File: src/rtl/encl_pkg.sv
package encl_pkg;

  typedef enum logic [1:0] {
    ACC_RD  = 2'd0,
    ACC_WR  = 2'd1,
    ACC_EX  = 2'd2,
    ACC_RSV = 2'd3
  } acc_kind_e;

  typedef enum logic [2:0] {
    FC_OK      = 3'd0,
    FC_ABORT   = 3'd1,
    FC_INVALID = 3'd2,
    FC_VPN     = 3'd3,
    FC_PERM    = 3'd4
  } fault_code_e;

  localparam int PERM_W = 3;

endpackage

File: src/rtl/encl_range_unit.sv
module encl_range_unit #(
  parameter int PPN_W   = 24,
  parameter int N_PAGES = 64,
  localparam int IDX_W  = $clog2(N_PAGES),
  localparam int CNT_W  = $clog2(N_PAGES + 1)
) (
  input  logic             clk,
  input  logic             rst,
  input  logic             wr_en,
  input  logic [PPN_W-1:0] wr_base,
  input  logic [CNT_W-1:0] wr_cnt,
  input  logic [PPN_W-1:0] ppn,
  output logic             hit,
  output logic [IDX_W-1:0] idx
);

  logic [PPN_W-1:0] base_q;
  logic [CNT_W-1:0] cnt_q;
  logic [PPN_W-1:0] offset;

  // range registers; an oversized count saturates at the table depth
  always_ff @(posedge clk) begin
    if (rst) begin
      base_q <= '0;
      cnt_q  <= '0;
    end else if (wr_en) begin
      base_q <= wr_base;
      cnt_q  <= (wr_cnt > CNT_W'(N_PAGES)) ? CNT_W'(N_PAGES) : wr_cnt;
    end
  end

  always_comb begin
    offset = ppn - base_q;
    hit    = (ppn >= base_q) && (offset < PPN_W'(cnt_q));
    idx    = offset[IDX_W-1:0];
  end

endmodule

File: src/rtl/encl_meta_tbl.sv
module encl_meta_tbl
  import encl_pkg::*;
#(
  parameter int VPN_W   = 20,
  parameter int N_PAGES = 64,
  localparam int IDX_W  = $clog2(N_PAGES),
  localparam int ENT_W  = VPN_W + PERM_W
) (
  input  logic              clk,
  input  logic              rst,
  input  logic              wr_en,
  input  logic [IDX_W-1:0]  wr_idx,
  input  logic              wr_valid,
  input  logic [VPN_W-1:0]  wr_vpn,
  input  logic [PERM_W-1:0] wr_perm,
  input  logic [IDX_W-1:0]  rd_idx,
  output logic              rd_valid,
  output logic [VPN_W-1:0]  rd_vpn,
  output logic [PERM_W-1:0] rd_perm
);

  // payload array: no reset, asynchronous read, suits distributed RAM
  logic [ENT_W-1:0]   ent_mem [N_PAGES];
  logic [N_PAGES-1:0] valid_q;

  always_ff @(posedge clk) begin
    if (wr_en) ent_mem[wr_idx] <= {wr_vpn, wr_perm};
  end

  // valid bits live in flops so that reset can clear every entry at once
  for (genvar i = 0; i < N_PAGES; i++) begin : g_valid
    always_ff @(posedge clk) begin
      if (rst)                                   valid_q[i] <= 1'b0;
      else if (wr_en && (wr_idx == IDX_W'(i)))   valid_q[i] <= wr_valid;
    end
  end

  always_comb begin
    rd_valid          = valid_q[rd_idx];
    {rd_vpn, rd_perm} = ent_mem[rd_idx];
  end

endmodule

File: src/rtl/encl_judge.sv
module encl_judge
  import encl_pkg::*;
#(
  parameter int VPN_W = 20
) (
  input  logic              in_region,
  input  logic              encl,
  input  logic [1:0]        kind,
  input  logic [VPN_W-1:0]  req_vpn,
  input  logic              ent_valid,
  input  logic [VPN_W-1:0]  ent_vpn,
  input  logic [PERM_W-1:0] ent_perm,
  output fault_code_e       code
);

  logic perm_ok;

  always_comb begin
    case (acc_kind_e'(kind))
      ACC_RD:  perm_ok = ent_perm[0];
      ACC_WR:  perm_ok = ent_perm[1];
      ACC_EX:  perm_ok = ent_perm[2];
      default: perm_ok = 1'b0;
    endcase
  end

  always_comb begin
    if (!in_region)              code = FC_OK;
    else if (!encl)              code = FC_ABORT;
    else if (!ent_valid)         code = FC_INVALID;
    else if (ent_vpn != req_vpn) code = FC_VPN;
    else if (!perm_ok)           code = FC_PERM;
    else                         code = FC_OK;
  end

endmodule

File: src/rtl/encl_xlat_gate.sv
module encl_xlat_gate
  import encl_pkg::*;
#(
  parameter int VPN_W   = 20,
  parameter int PPN_W   = 24,
  parameter int N_PAGES = 64,
  localparam int IDX_W  = $clog2(N_PAGES),
  localparam int CNT_W  = $clog2(N_PAGES + 1)
) (
  input  logic             clk,
  input  logic             rst,
  input  logic             req_valid,
  input  logic [VPN_W-1:0] req_vpn,
  input  logic [PPN_W-1:0] req_ppn,
  input  logic [1:0]       req_kind,
  input  logic             core_encl,
  input  logic             rng_we,
  input  logic [PPN_W-1:0] rng_base_pn,
  input  logic [CNT_W-1:0] rng_pages,
  input  logic             md_we,
  input  logic [IDX_W-1:0] md_idx,
  input  logic             md_valid,
  input  logic [VPN_W-1:0] md_vpn,
  input  logic [2:0]       md_perm,
  output logic             rsp_valid,
  output logic             rsp_allow,
  output logic             rsp_fault,
  output logic [2:0]       rsp_code,
  output logic             tlb_fill,
  output logic             tlb_flush
);

  logic              rng_hit;
  logic [IDX_W-1:0]  rng_idx;
  logic              ent_valid;
  logic [VPN_W-1:0]  ent_vpn;
  logic [PERM_W-1:0] ent_perm;
  fault_code_e       judge_code;
  logic              encl_q;

  encl_range_unit #(.PPN_W(PPN_W), .N_PAGES(N_PAGES)) u_rng (
    .clk     (clk),
    .rst     (rst),
    .wr_en   (rng_we),
    .wr_base (rng_base_pn),
    .wr_cnt  (rng_pages),
    .ppn     (req_ppn),
    .hit     (rng_hit),
    .idx     (rng_idx)
  );

  encl_meta_tbl #(.VPN_W(VPN_W), .N_PAGES(N_PAGES)) u_tbl (
    .clk      (clk),
    .rst      (rst),
    .wr_en    (md_we),
    .wr_idx   (md_idx),
    .wr_valid (md_valid),
    .wr_vpn   (md_vpn),
    .wr_perm  (md_perm),
    .rd_idx   (rng_idx),
    .rd_valid (ent_valid),
    .rd_vpn   (ent_vpn),
    .rd_perm  (ent_perm)
  );

  encl_judge #(.VPN_W(VPN_W)) u_judge (
    .in_region (rng_hit),
    .encl      (core_encl),
    .kind      (req_kind),
    .req_vpn   (req_vpn),
    .ent_valid (ent_valid),
    .ent_vpn   (ent_vpn),
    .ent_perm  (ent_perm),
    .code      (judge_code)
  );

  // previous enclave flag: tracked even during reset so an exit right
  // after reset release is still seen
  always_ff @(posedge clk) encl_q <= core_encl;

  always_ff @(posedge clk) begin
    if (rst) begin
      rsp_valid <= 1'b0;
      rsp_allow <= 1'b0;
      rsp_fault <= 1'b0;
      rsp_code  <= 3'd0;
      tlb_fill  <= 1'b0;
      tlb_flush <= 1'b0;
    end else begin
      rsp_valid <= req_valid;
      rsp_allow <= req_valid && (judge_code == FC_OK);
      rsp_fault <= req_valid && (judge_code != FC_OK);
      rsp_code  <= req_valid ? judge_code : FC_OK;
      tlb_fill  <= req_valid && (judge_code == FC_OK);
      tlb_flush <= encl_q && !core_encl;
    end
  end

endmodule

File: config.mk
export PLATFORM = sky130hd
export DESIGN_NAME = encl_xlat_gate
export DESIGN_NICKNAME = d
export VERILOG_FILES = /design/src/rtl/encl_pkg.sv /design/src/rtl/encl_range_unit.sv /design/src/rtl/encl_meta_tbl.sv /design/src/rtl/encl_judge.sv /design/src/rtl/encl_xlat_gate.sv
export SDC_FILE = /design/constraint.sdc
export NUM_CORES = 1
export LEC_CHECK = 0
export BUFFER_PORTS_ARGS = -buffer_cell sky130_fd_sc_hd__buf_2
export CELL_PAD_IN_SITES_DETAIL_PLACEMENT = 0
export CELL_PAD_IN_SITES_GLOBAL_PLACEMENT = 2
export CORE_UTILIZATION = 44
export DETAILED_ROUTE_END_ITERATION = 12
export PLACE_DENSITY = 0.74
export REMOVE_ABC_BUFFERS = 1
export SLEW_MARGIN = 0
export SYNTH_ARGS = -nofsm -noshare
export SYNTH_HDL_FRONTEND = slang
export SYNTH_SLANG_ARGS = --single-unit
File: constraint.sdc
create_clock -name clk -period 5 [get_ports clk]
set_input_delay 0.25 -clock clk [delete_from_list [all_inputs] [get_ports clk]]
set_output_delay 0.25 -clock clk [all_outputs]
set_load 0.1 [all_outputs]
==> results of run 1 <==
## area by class of cell
type,count,area (um^2),area share (%)
antenna,8,20.0,0.0272
clock buffer,199,4280,5.82
clock inverter,98,1040,1.41
inverter,58,225,0.307
multi-input combinational,1497,16300,22.2
sequential,1575,46300,63.0
tap,1890,2360,3.22
timing repair buffer,376,2990,4.06
## cell usage after synthesis (all sizes together) (5+ instances only)
cell type	number	area [um^2]
mux2i	159	1590
nor2	130	488
o21bai	6	45.0
o21a	5	37.5
buf	124	638
ha	30	375
nand3	46	230
mux2	16	180
nand2	161	604
o21ai	93	469
or2	7	43.8
nor3b	7	52.6
and3	19	119
o22a	20	175
a221oi	12	105
a32oi	10	87.6
nor2b	11	68.8
inv	57	214
nand2b	6	37.5
edfxtp	1472	44200
nand4	24	156
dfxtp	103	2060
a21o	9	67.6
clkbuf	67	253
a31oi	16	100
o2111ai	7	61.3
a211oi	24	180
nand3b	10	75.1
o211ai	16	130
or3	6	37.5
xnor2	14	130
mux4	382	8600
o22ai	25	156
nor4	14	93.8
a311oi	8	70.1
a21oi	90	450
or4	8	60.1
nor3	14	70.1
and2	11	68.8
a2111oi	13	120
## registers in the layout, indices dropped and copies added, names as in the netlist
register,flops
rsp_fault,1
u_rng.base_q,24
u_rng.cnt_q,7
rsp_code,3
rsp_valid,1
tlb_flush,1
u_tbl.valid_q,64
u_tbl.ent_mem,1472
tlb_fill,1
encl_q,1
## metrics by stage
step                      hold WS, ps  total power [mW]
after floorplan                   278              17.8
after global placement            447              18.9
after detailed placement          457              18.9
after CTS                        48.3              30.9
after global routing              122              31.5
final                            99.0              30.7
## power groups by stage
stage / clock network [mW] / registers [mW] / logic [mW]
after CTS: 12.2 / 14.5 / 4.11
after global placement: 0 / 14.8 / 4.05
final: 12.1 / 14.5 / 4.10
after detailed placement: 0 / 14.8 / 4.07
after floorplan: 0 / 14.8 / 3.00
after global routing: 12.7 / 14.5 / 4.29
## worst min-delay path by stage
stage | to | slack [ps] | cells past startpoint
after CTS | rsp_fault$_SDFF_PP0_ | 50 | 5
after detailed placement | tlb_flush$_SDFF_PP0_ | 460 | 1
final | u_tbl.ent_mem[30][3]$_DFFE_PP_ | 100 | 2
after global placement | tlb_flush$_SDFF_PP0_ | 450 | 1
after floorplan | encl_q$_DFF_P_ | 280 | 0
after global routing | u_tbl.ent_mem[31][3]$_DFFE_PP_ | 120 | 2
## routing by layer
metal / vias to the layer above / track usage [%] / routed length (um)
met5: - / 0 / 39
met2: 1471 / 40.1 / 87300
met1: 18200 / 35.8 / 77300
li1: 14400 / - / -
met3: 232 / 4.59 / 13900
met4: 6 / 6.57 / 3820
## repair_timing
item | in CTS | in global routing
endpoints found under the setup margin | 1 | 5
endpoints found under the hold margin | 38 | 0
pin swaps | 0 | 1
hold buffers | 39 | 0
resized for setup | 1 | 3
setup buffers | 0 | 1
## cells by family after synthesis
| family | Yosys count |
|---|---|
| buffers and inverters | 249 |
| AO/OA/AOI/OAI | 401 |
| XOR/XNOR | 18 |
| adder cells (fa/ha/maj) | 31 |
| multiplexers | 557 |
| flip-flops | 1575 |
| AND/OR/NAND/NOR | 490 |
==> qor.yml, run 1 <==
status:
  outcome: "completed"
worst_setup_path:
  endpoint: "tlb_fill$_SDFF_PP0_"
  cp.required_ps: 5690
  crit_arrival_ps: 5550
  reg2reg_slack_ps: 140
  crit_path_top_delay_cell: "fa_4"
  worstRegToRegCells: 15
  cp-start-kind: "register"
  crit_fanout: 44
  crit_chain: "ha_4, inv_1, fa_4, buf_12, buf_12, buf_4, mux4_2, mux4_2, nor2_1, nor4_1, or4_1, o22ai_1, buf_4, nor4_1, a21bo_2"
  path_class: "reg -> reg"
  slowest_delay_ps: 830
  startpoint: "u_rng.base_q[0]$_SDFFE_PP0P_"
  worst-path-buf-inv: 5
  critPathCaptureType: "register"
  cpLargestDelayFamily: "buffers and inverters"
  r2r_start: "u_rng.base_q[0]$_SDFFE_PP0P_"
  cp.depth: 15
  regToRegEndpoint: "tlb_fill$_SDFF_PP0_"
yosys:
  synthAdderAreaFrac_pct: 0.624
  synth_cell_types: 86
  async_reset_ff_share_pct: 0
  ys_ff_latch: 1575
  synth-xor-area-share_pct: 0.261
  yosysWarnings: 0
  syn_area_um2: 63300
  synth_edf_count: 1472
  synthCells: 3321
  synth_ff_type: "edfxtp_1"
  seq_area_frac_synth_pct: 73.0
  synth_top_family_by_area: "multiplexers"
  synth_compound_area_share_pct: 4.24
  synth.mux.area_fraction_pct: 16.4
  avgSynthCellArea_um2: 19.1
  synth-simple-area-share_pct: 3.71
sta:
  setup_violations: 0
  rsz0062_at_grt: "no"
  fin_skew_ps: 23.9
  fin_crit_sh_pct: 97.2
  hold_viol: 0
  fmax_ghz: 0.206
  slew_viol_final: 0
  finalWorstSetupSlack_ps: 141
  setup_tns_ps: 0
  tightestPinTransition_ps: 1300
  period_needed_ps: 4860
  slew_headroom_pct: 13.2
route:
  wl_per_cell_um: 32.0
  route.detailed.drc: 0
  firstDrtPassIters: 5
  routed_wl_um: 182000
  drt_iter0_markers: 4013
  vias_per_cell: 6.03
  vias: 34400
  antenna_left: 0
finish:
  fin_area_um2: 73500
  area_growth_pct: 16.0
  final.fill_count: 11400
  final_common_cell: "edfxtp_1"
  finish.utilization_pct: 51.6
  instances_no_fill: 5701
  fin_nets: 3815
  final_cell_mix: "1472 x edfxtp_1, 382 x mux4_2, 189 x buf_4, 165 x clkbuf_16, 160 x nand2_1"
  drive_gt1_share_pct: 28.0
grt:
  grt_max_degree: 88
  grt_use_total_pct: 25.2
  grt-ovfl-total: 0
  antenna_found_initial: 11
  grt_pass1_vias: 34700
  grt_pass1_wl_um: 258000
power:
  power.share.sequential_pct: 47.4
  p_switching_mw: 7.61
  power.share.clock_pct: 39.3
  leakage_nw: 23.8
  power_density_nw_per_um2: 418
  p_int_mw: 23.1
  switching_share_pct: 24.8
  combPwrFrac_pct: 13.3
  peakVddDrop_mv: 0.381
floorplanning:
  core-area_um2: 142000
  row_count: 138
  initial_core_util_pct: 44.5
  die_area_um2: 145000
  die_w_um: 381
  ios: 121
  fp.dieH_um: 381
flow_run:
  cap_violations: 0
place:
  hpwl_um: 109000
  place_congestion: 0.906
  place_ws_ps: -32.1
  dp_cells: 5356
  port_buffers: 120
  dpl_cell_area_um2: 67700
clock_tree:
  clk_pin_slew_worst_paths_ps: 60
  cts-root-buf: "clkbuf_16"
  clock-sinks: 1575
  cts_buffer_depth: 3
  h-tree-depth: 4
  insertion_delay_ps: 800
  cts_tree: "done"
  cts_buffers: 163
min_path:
  hp-class: "in -> reg"
  min-delay-start: "md_vpn[0]"
Note: power is estimated with default switching activity, not from simulation.
==> run 2, diff against run 1 <==
--- a/config.mk
+++ b/config.mk
@@ -5,12 +5,12 @@
 export SDC_FILE = /design/constraint.sdc
 export NUM_CORES = 1
 export LEC_CHECK = 0
-export BUFFER_PORTS_ARGS = -buffer_cell sky130_fd_sc_hd__buf_2
 export CELL_PAD_IN_SITES_DETAIL_PLACEMENT = 0
 export CELL_PAD_IN_SITES_GLOBAL_PLACEMENT = 2
-export CORE_UTILIZATION = 44
+export CORE_UTILIZATION = 45
 export DETAILED_ROUTE_END_ITERATION = 12
-export PLACE_DENSITY = 0.74
+export DONT_BUFFER_PORTS = 1
+export PLACE_DENSITY = 0.75
 export REMOVE_ABC_BUFFERS = 1
 export SLEW_MARGIN = 0
 export SYNTH_ARGS = -nofsm -noshare
==> qor.yml, run 2 (synthesized netlist as in run 1, its figures left out) <==
status:
  outcome: "completed"
finish:
  top_regs: "u_tbl.ent_mem (1472), u_tbl.valid_q (64), u_rng.base_q (24)"
  final_cell_mix: "1472 x edfxtp_1, 382 x mux4_2, 168 x buf_4, 164 x clkbuf_16, 160 x nand2_1"
  area_growth_pct: 17.3
  final_common_cell: "edfxtp_1"
  regMostFlops: "u_tbl.ent_mem"
  largest_reg_flops: 1472  # unchanged
  final.fill_count: 10900  # -4.2%
  fin_area_um2: 74300  # +1.2%
  drive_gt1_share_pct: 25.3  # -2.6 points
  fin_nets: 3782  # -0.87%
worst_setup_path:
  crit_path_top_delay_cell: "a2111oi_1"
  cp.required_ps: 5750  # +60 ps
  crit_chain: "inv_1, ha_1, and3b_1, or3_2, buf_4, a2111oi_1, a2111oi_1, nand3_1, nor4bb_1, and4_1, nand4_1, nor4_2, and4b_1"
  crit_fanout: 33  # -25%
  crit_arrival_ps: 5720  # +170 ps
  path_class: "reg -> reg"
  critPathCaptureType: "register"
  slowest_delay_ps: 990  # +160 ps
  critPathMostFrequentCell: "a2111oi_1"
  cp-start-kind: "register"
route:
  routed_wl_um: 186000  # +2.2%
  vias: 34500  # +0.43%
  vias_per_cell: 6.11  # +1.4%
  wl_per_cell_um: 33.0  # +3.1%
  antenna_left: 0  # unchanged
  firstDrtPassIters: 6  # +1
  route.detailed.drc: 0  # unchanged
  drt_iter0_markers: 4533  # +13%
grt:
  antenna_found_initial: 12  # +1
  grt_pass1_vias: 34900  # +0.64%
  grt_max_degree: 98  # +11%
  grt_pass1_wl_um: 261000  # +1.3%
  grt-ovfl-total: 0  # unchanged
  grt_use_total_pct: 26.5  # +1.3 points
floorplanning:
  ios: 121  # unchanged
  initial_core_util_pct: 45.4  # +0.88 points
  row_count: 137  # -0.72%
  core-area_um2: 140000  # -1.9%
  die_area_um2: 142000  # -2.2%
  die_w_um: 377  # -1.1%
  fp.dieH_um: 377  # -1.1%
power:
  power_density_nw_per_um2: 417  # about the same
  leakage_nw: 24.0  # +0.75%
  peakVddDrop_mv: 0.255  # -33%
place:
  port_buffers: 0  # -100%
  place_congestion: 0.914  # +0.83%
  hpwl_um: 110000  # +0.53%
  dpl_cell_area_um2: 66900  # -1.2%
  place_ws_ps: -79.3  # -47.2 ps
min_path:
  hp-class: "in -> reg"
clock_tree:
  cts-root-buf: "clkbuf_16"
  cts_buffers: 163  # unchanged
  cts_tree: "done"
  insertion_delay_ps: 820  # +20 ps
  clk_pin_slew_worst_paths_ps: 70  # about the same
  cts_buffer_depth: 3  # unchanged
  clock-sinks: 1575  # unchanged
  h-tree-depth: 4  # unchanged
sta:
  fmax_ghz: 0.201  # -2.3%
  finalWorstSetupSlack_ps: 29.2  # -112 ps
  tightestPinTransition_ps: 1140  # -163 ps
  rsz0062_at_grt: "yes"
  hold_viol: 0  # unchanged
  slew_headroom_pct: 23.8  # +11 points
  fin_skew_ps: 34.3  # +10.3 ps
  fin_crit_sh_pct: 99.4  # +2.2 points
  period_needed_ps: 4970  # +112 ps
  setup_violations: 0  # unchanged
  slew_viol_final: 0  # unchanged
flow_run:
  cap_violations: 0  # unchanged
## run 2: cell types whose count changed in the layout (fill, tap and decap cells not counted), moves of 10 or more
| cell | previous run | this run |
|---|---|---|
| buf_2 | 119 | 0 |
| nor2_4 | 15 | 5 |
| buf_16 | 0 | 25 |
| dlygate4sd3_1 | 39 | 119 |
| buf_4 | 189 | 168 |
| nor2_2 | 44 | 54 |
## run 2: what timing repair did
item,in CTS,in global routing
pin swaps,0,1
endpoints found under the setup margin,5,4
resized for setup,1,5
setup buffers,0,0
hold buffers,145,0
endpoints found under the hold margin,1680,0
## run 2: final cells by class
class                   count  area [um^2]  area share (%)
diodes                      5         12.5          0.0168
clock buffers             193         4230            5.69
clock inverters           101         1240            1.67
inverters                  58          225           0.303
multi-input cells        1497        16200            21.9
flip-flops and latches   1575        46300            62.2
well taps                1876         2350            3.16
repair buffers            343         3760            5.06
## run 2: worst max-delay path: cells and delay by family, from the launching register on
family          cells  cell delay, ps
compound gates      2            1160
fa+ha+maj           1             400
buf+inv             2             410
flops               1             320
simple gates        8            2600
## run 2: per-layer routing
metal  GRT usage [%]  share of wire, %  up-vias
met3            6.38               9.3      240
met5               0             0.029        -
met4            7.51               2.5        2
met1            36.7                41    18300
met2            41.8                48     1644
li1                -                 -    14300
## run 2: report_power, final
part | switching (mW) | leakage, nW | internal (mW)
logic | 2.46 | 7.31 | 1.68
registers | 0.0410 | 14.1 | 14.5
clock network | 5.22 | 2.64 | 7.11
## run 2: metrics by stage
step	hold slack (ps)	utilization, %	power (mW)	instances	TNS (ps)
6_report	72.8	53.3	31.0	5648	0
5_1_grt	83.0	53.3	31.9	5644	-83.8
4_1_cts	14.4	53.2	31.2	5643	0
3_5_place_dp	278	48.0	18.5	5204	-143
3_3_place_gp	279	48.0	18.5	5204	-946
2_1_floorplan	278	-	17.8	3130	-70470
## run 2: path summary, 6_finish.rpt
path	startpoint	endpoint	slack, ps	cells past startpoint
worst max-delay path	u_rng.base_q[2]$_SDFFE_PP0P_	rsp_code[2]$_SDFF_PP0_	30	13
worst max register to register	u_rng.base_q[2]$_SDFFE_PP0P_	rsp_code[2]$_SDFF_PP0_	30	13
worst min-delay path	md_idx[4]	u_tbl.valid_q[17]$_SDFFE_PP0P_	70	4
worst min register to register	u_tbl.valid_q[60]$_SDFFE_PP0P_	u_tbl.valid_q[60]$_SDFFE_PP0P_	470	2
